## config.mk

```make
export PLATFORM = sky130hd
export DESIGN_NAME = pwr_wake_ctl
export DESIGN_NICKNAME = d
export VERILOG_FILES = /design/src/rtl/pwr_wake_pkg.sv /design/src/rtl/wake_sync.sv /design/src/rtl/wake_detect.sv /design/src/rtl/pm_mode_fsm.sv /design/src/rtl/fn_enable_map.sv /design/src/rtl/pwr_wake_ctl.sv
export SDC_FILE = /design/constraint.sdc
export NUM_CORES = 1
export LEC_CHECK = 0
export ABC_AREA = 1
export BUFFER_PORTS_ARGS = -buffer_cell sky130_fd_sc_hd__buf_2
export CAP_MARGIN = 5
export CORE_MARGIN = 2
export CORE_UTILIZATION = 45
export CTS_BUF_LIST = sky130_fd_sc_hd__clkbuf_4
export DETAILED_ROUTE_END_ITERATION = 6
export GPL_TIMING_DRIVEN = 0
export PLACE_DENSITY_LB_ADDON = 0.12
export SLEW_MARGIN = 20
export SYNTH_ARGS = -nofsm -noshare
export SYNTH_HDL_FRONTEND = slang
export SYNTH_SLANG_ARGS = --single-unit
```

## constraint.sdc

```tcl
create_clock -name clk -period 1.3 [get_ports clk]
set_clock_uncertainty 0.15 [all_clocks]
set_input_delay 0.26 -clock clk [delete_from_list [all_inputs] [get_ports clk]]
set_output_delay 0.26 -clock clk [all_outputs]
set_load 0.02 [all_outputs]
```

## src/rtl/pwr_wake_pkg.sv

```systemverilog
package pwr_wake_pkg;
  typedef enum logic [1:0] {
    PM_RUN   = 2'b00,
    PM_BROWN = 2'b01,
    PM_LCD   = 2'b10,
    PM_SLEEP = 2'b11
  } pm_mode_e;

  localparam int NUM_SRC  = 5;
  localparam int SRC_TMR  = 0;
  localparam int SRC_PB   = 1;
  localparam int SRC_EDGE = 2;
  localparam int SRC_LVL  = 3;
  localparam int SRC_COMM = 4;

  localparam int NUM_FN     = 16;
  localparam int FN_PLL     = 0;
  localparam int FN_CE      = 1;
  localparam int FN_ADC     = 2;
  localparam int FN_FIR     = 3;
  localparam int FN_CPUCLK  = 4;
  localparam int FN_UART    = 5;
  localparam int FN_FLASH   = 6;
  localparam int FN_DIO     = 7;
  localparam int FN_WDT     = 8;
  localparam int FN_LCD     = 9;
  localparam int FN_BOOST   = 10;
  localparam int FN_WKT     = 11;
  localparam int FN_OSC     = 12;
  localparam int FN_TEMP    = 13;
  localparam int FN_NVRAM   = 14;
  localparam int FN_BATMEAS = 15;

  localparam logic [1:0] VMODE_BOOST = 2'b10;

  function automatic logic [NUM_FN-1:0] fn_bit(input int idx);
    logic [NUM_FN-1:0] v;
    v = '0;
    v[idx] = 1'b1;
    return v;
  endfunction

  function automatic logic [NUM_FN-1:0] keep_alive_set();
    return fn_bit(FN_WKT) | fn_bit(FN_OSC) | fn_bit(FN_TEMP) | fn_bit(FN_NVRAM);
  endfunction

  function automatic logic [NUM_FN-1:0] mode_enables(input pm_mode_e m,
                                                     input logic boost,
                                                     input logic ce_halt);
    logic [NUM_FN-1:0] v;
    case (m)
      PM_SLEEP: v = keep_alive_set();
      PM_LCD: begin
        v = keep_alive_set() | fn_bit(FN_LCD);
        if (boost) v = v | fn_bit(FN_BOOST) | fn_bit(FN_PLL);
      end
      PM_RUN: begin
        v = '1;
        if (!boost) v = v & ~fn_bit(FN_BOOST);
      end
      default: begin
        v = '1 & ~fn_bit(FN_ADC) & ~fn_bit(FN_FIR);
        if (!boost) v = v & ~fn_bit(FN_BOOST);
        if (ce_halt) v = v & ~fn_bit(FN_CE);
      end
    endcase
    return v;
  endfunction
endpackage

```

## src/rtl/wake_sync.sv

```systemverilog
module wake_sync #(
  parameter int           W       = 1,
  parameter int           STAGES  = 2,
  parameter logic [W-1:0] RST_VAL = '0
) (
  input  logic         clk,
  input  logic         rst_n,
  input  logic [W-1:0] d,
  output logic [W-1:0] q
);
  logic [STAGES-1:0][W-1:0] stg;

  always_ff @(posedge clk or negedge rst_n) begin
    if (!rst_n) begin
      stg <= {STAGES{RST_VAL}};
    end else begin
      stg[0] <= d;
      for (int s = 1; s < STAGES; s++) stg[s] <= stg[s-1];
    end
  end

  assign q = stg[STAGES-1];
endmodule

```

## src/rtl/wake_detect.sv

```systemverilog
module wake_detect
  import pwr_wake_pkg::*;
(
  input  logic               clk,
  input  logic               rst_n,
  input  logic               tmr_s,
  input  logic               pb_s,
  input  logic               edge_s,
  input  logic               lvl_s,
  input  logic               rx_s,
  input  logic               orx_s,
  input  logic               arm,
  input  logic [NUM_SRC-1:0] en,
  input  logic               clr_wr,
  input  logic [NUM_SRC-1:0] clr_mask,
  output logic [NUM_SRC-1:0] hit,
  output logic [NUM_SRC-1:0] flags
);
  logic edge_prev, rx_prev, orx_prev;
  logic [NUM_SRC-1:0] evt;
  logic [NUM_SRC-1:0] clr_eff;

  always_ff @(posedge clk or negedge rst_n) begin
    if (!rst_n) begin
      edge_prev <= 1'b0;
      rx_prev   <= 1'b1;
      orx_prev  <= 1'b1;
    end else begin
      edge_prev <= edge_s;
      rx_prev   <= rx_s;
      orx_prev  <= orx_s;
    end
  end

  always_comb begin
    evt           = '0;
    evt[SRC_TMR]  = tmr_s;
    evt[SRC_PB]   = pb_s;
    evt[SRC_EDGE] = edge_s & ~edge_prev;
    evt[SRC_LVL]  = lvl_s;
    evt[SRC_COMM] = (~rx_s & rx_prev) | (~orx_s & orx_prev);
  end

  assign hit     = evt & en & {NUM_SRC{arm}};
  assign clr_eff = clr_mask & {NUM_SRC{clr_wr}};

  for (genvar i = 0; i < NUM_SRC; i++) begin : g_flag
    always_ff @(posedge clk or negedge rst_n) begin
      if (!rst_n)        flags[i] <= 1'b0;
      else if (hit[i])   flags[i] <= 1'b1;
      else if (clr_eff[i]) flags[i] <= 1'b0;
    end
  end
endmodule

```

## src/rtl/pm_mode_fsm.sv

```systemverilog
module pm_mode_fsm
  import pwr_wake_pkg::*;
(
  input  logic       clk,
  input  logic       rst_n,
  input  logic       main_ok,
  input  logic       req_wr,
  input  logic [1:0] req,
  input  logic       wake_any,
  output pm_mode_e   mode
);
  pm_mode_e nxt;

  always_comb begin
    nxt = mode;
    case (mode)
      PM_RUN:   if (!main_ok) nxt = PM_BROWN;
      PM_BROWN: begin
        if (main_ok) nxt = PM_RUN;
        else if (req_wr && (req == PM_LCD || req == PM_SLEEP)) nxt = pm_mode_e'(req);
      end
      default:  if (wake_any) nxt = PM_BROWN;
    endcase
  end

  always_ff @(posedge clk or negedge rst_n) begin
    if (!rst_n) mode <= PM_BROWN;
    else        mode <= nxt;
  end
endmodule

```

## src/rtl/fn_enable_map.sv

```systemverilog
module fn_enable_map
  import pwr_wake_pkg::*;
(
  input  pm_mode_e          mode,
  input  logic [1:0]        vmode,
  input  logic              ce_halt,
  input  logic              pll_fast,
  output logic [NUM_FN-1:0] fn_en,
  output logic              clk_fast
);
  logic awake;
  assign awake    = (mode == PM_RUN) || (mode == PM_BROWN);
  assign fn_en    = mode_enables(mode, vmode == VMODE_BOOST, ce_halt);
  assign clk_fast = pll_fast & awake;
endmodule

```

## src/rtl/pwr_wake_ctl.sv

```systemverilog
module pwr_wake_ctl
  import pwr_wake_pkg::*;
#(
  parameter int SYNC_STAGES = 2
) (
  input  logic               clk,
  input  logic               rst_n,
  input  logic               main_pwr_ok,
  input  logic               mode_req_wr,
  input  logic [1:0]         mode_req,
  input  logic [1:0]         lcd_vmode,
  input  logic               pll_fast,
  input  logic               ce_halt,
  input  logic [NUM_SRC-1:0] wake_en,
  input  logic               wake_clr_wr,
  input  logic [NUM_SRC-1:0] wake_clr,
  input  logic               wkt_expired,
  input  logic               pb_press,
  input  logic               gpio_edge_pin,
  input  logic               gpio_level_pin,
  input  logic               uart_rx,
  input  logic               opt_rx,
  output logic [1:0]         pm_mode,
  output logic [NUM_SRC-1:0] wake_flags,
  output logic [NUM_FN-1:0]  fn_en,
  output logic               clk_fast_sel
);
  localparam int NRAW = 7;
  localparam logic [NRAW-1:0] RAW_IDLE = 7'b110_0000;

  logic [NRAW-1:0]    raw, syn;
  pm_mode_e           mode;
  logic               low_pwr;
  logic [NUM_SRC-1:0] wake_hit;
  logic               wake_any;

  assign raw = {opt_rx, uart_rx, gpio_level_pin, gpio_edge_pin,
                pb_press, wkt_expired, main_pwr_ok};

  wake_sync #(.W(NRAW), .STAGES(SYNC_STAGES), .RST_VAL(RAW_IDLE)) u_sync (
    .clk(clk), .rst_n(rst_n), .d(raw), .q(syn)
  );

  assign low_pwr  = (mode == PM_LCD) || (mode == PM_SLEEP);
  assign wake_any = |wake_hit;

  wake_detect u_det (
    .clk(clk), .rst_n(rst_n),
    .tmr_s(syn[1]), .pb_s(syn[2]), .edge_s(syn[3]), .lvl_s(syn[4]),
    .rx_s(syn[5]), .orx_s(syn[6]),
    .arm(low_pwr), .en(wake_en),
    .clr_wr(wake_clr_wr), .clr_mask(wake_clr),
    .hit(wake_hit), .flags(wake_flags)
  );

  pm_mode_fsm u_fsm (
    .clk(clk), .rst_n(rst_n), .main_ok(syn[0]),
    .req_wr(mode_req_wr), .req(mode_req), .wake_any(wake_any), .mode(mode)
  );

  fn_enable_map u_map (
    .mode(mode), .vmode(lcd_vmode), .ce_halt(ce_halt), .pll_fast(pll_fast),
    .fn_en(fn_en), .clk_fast(clk_fast_sel)
  );

  assign pm_mode = mode;
endmodule

```

==> results.ini <==
[critical_path]
path_cells=inv_2 > nand2_4 > inv_6 > buf_6 > buf_6
worst_setup_path_end_kind=output pin
cp_common_cell=buf_6
cp_data_required_time_ps=890
worstSetupStartpointType=register
critPathBufInv=4
crit_start=u_fsm.mode[0]$_DFFE_PN1P_
slowest_delay_ps=580
worstPathMaxFanout=4
crit_type=register to output pin
critPathSlowestCell=dfstp_2
r2r_start=u_fsm.mode[1]$_DFFE_PN0P_
reg2reg_to=u_fsm.mode[0]$_DFFE_PN1P_
reg2reg_slack_ps=-150
critical-path-top-delay-family=flip-flops
cp_data_arrival_time_ps=1240
worstSetupPathDepth=5
r2r_cells=9
endpoint=fn_en[3]

[grt]
grt_pass1_vias=844
grt_use_total=0.181
antenna_found_initial=0
grt_max_degree=25
grt_pass1_wl_mm=3.38
grt-ovfl-total=0

[detailed_routing]
drt-initial-drc-count=2
via_per_inst=4.34
ant_nets=0
drt_wl_total_mm=2.10
post-route-drc-count=0
wl_per_cell_um=10.8
first_pass_iters=4
vias=842

[floorplanning]
io_pins=51
core_um2=1980
dieArea_um2=2510
fp-row-count=16
die_y_um=50.1
fp.dieW_um=50.1
start_util=0.483

[outcome]
violations=setup timing
outcome=finished with violations

[clocking]
clkTransAtPathRegs_ps=110
clock-root-buffer=clkbuf_4
h-tree-depth=1
cts_tree=yes
clock-sinks=24
clock_latency_ps=300
clock_path_buffers=2
cts_made_buffers=3

[timing]
grt_setup_unrepaired=yes
fmax_mhz=607
finalCritPeriodShare=1.27
setup_viol=17
finalSetupTns_ps=-4270
finalHoldViolations=0
timing.hold.ws_ps=48.2
drv_slew=0
fin_ws_ps=-348
min_period_ps=1650

[flow_run]
drv_cap=0

[power_and_ir_drop]
power.total_mw=3.09
p_leak_nw=0.837
power.density_nw_per_um2=1970
ir_worst_vdd_uv=1390

[finish]
final_cells=194
area_growth_pct=63.8
drive_gt1_frac=0.587
num_antenna_cells=0
layout.nets=195

[placement]
place.detailed.hpwl_mm=1.27
placed_cells=171
routabilityCongestion=0.717
post-place-ws_ps=-119
port_buffers=46

[yosys]
ys_warn_count=0
netlist_area_um2=957
ys_seq_elements=24
synth_area_per_cell_um2=10.1
synth_cell_types=17
syn_inst=95
ys_seq_area_frac=0.637

[min_path]
hold_class=input pin to register

## where the power goes
group	internal [mW]	switching, mW	total [mW]
Clock	0.112	0.193	0.305
Combinational	0.910	0.934	1.84
Sequential	0.877	0.0689	0.946
Total	1.90	1.20	3.09
## through the flow
stage / util / cell area [um2]
floorplan: - / 997
global placement: 0.636 / 1260
detailed placement: 0.636 / 1260
CTS: 0.762 / 1510
global route: 0.791 / 1570
finish: 0.791 / 1570
## cells in the mapped netlist
library cell  instances  area (um2)
nand2_1              30         113
dfrtp_1              17         425
buf_4                10        75.1
inv_1                 8        30.0
dfstp_2               7         184
nand3_1               4        20.0
o21ai_0               4        20.0
a21oi_1               3        15.0
nor2_1                3        11.3
inv_2                 2        7.51
a22o_1                1        8.76
buf_6                 1        11.3
conb_1                1        3.75
inv_6                 1        8.76
nand2_2               1        6.26
nand3_2               1        10.0
nand3b_1              1        7.51
## how the worst min path moves through the flow
| stage | cells after the start | to | slack (ps) | from |
|---|---|---|---|---|
| floorplan | 0 | u_det.edge_prev$_DFF_PN0_ | -190 | rst_n |
| global placement | 1 | u_sync.stg[1]$_DFF_PN0_ | 100 | rst_n |
| detailed placement | 1 | u_sync.stg[1]$_DFF_PN0_ | 100 | rst_n |
| CTS | 4 | u_det.flags[3]$_DFFE_PN0P_ | 40 | wake_clr[3] |
| global route | 4 | u_det.flags[3]$_DFFE_PN0P_ | 40 | wake_clr[3] |
| finish | 4 | u_det.flags[3]$_DFFE_PN0P_ | 50 | wake_clr[3] |
## registers in the layout, summed over array words and instances (netlist names)
name and count:
u_sync.stg 7, u_sync.q 7, u_det.edge_prev 1, u_det.orx_prev 1, u_fsm.mode 2, u_det.flags 5
u_det.rx_prev 1
## logic make-up after synthesis
family | after synthesis | share of synthesized area
AND/OR/NAND/NOR | 40 | 0.175
AO/OA/AOI/OAI | 8 | 0.0457
buffers and inverters | 22 | 0.139
other | 1 | 0.00392
flip-flops | 24 | 0.637
## worst min-delay path, cell delays in order
cell and delay, ps:
buf_2 70, nand2_1 40, nand2_1 50, nand2_1 40
## layer usage
layer  vias to the layer above  part of all wire  GRT usage
li1                        420                 -          -
met1                       380              0.38      0.183
met2                        40              0.54      0.340
met3                         2             0.075     0.0394
met4                         0            0.0072     0.0926
met5                         -                 0          0
## what timing repair did
item,4_1_cts,5_1_grt
gates resized for setup,26,11
hold buffers,8,0
setup endpoints to repair,17,21
pin swaps,4,5
hold endpoints to repair,24,0
setup buffers,8,3
## cell usage in the layout (no fill, tap or decap), drive strengths merged
cell type    count
buf             68
nand2           31
dfrtp           17
inv             10
dlygate4sd3      8
dfstp            7
nand3            5
conb             4
o21ai            4
clkbuf           3
a21oi            3
nor2             3
clkinv           2
nand3b           1
a22o             1
## area by class of cell
cell class	count	area (um2)
Sequential cell	24	611
Clock inverter	1	3.75
Multi-Input combinational cell	52	273
Inverter	11	58.8
Buffer	11	93.8
Clock buffer	3	22.5
Timing Repair Buffer	65	472
Tap cell	27	33.8
Fill cell	130	414
(Power assumes the default switching activity.)
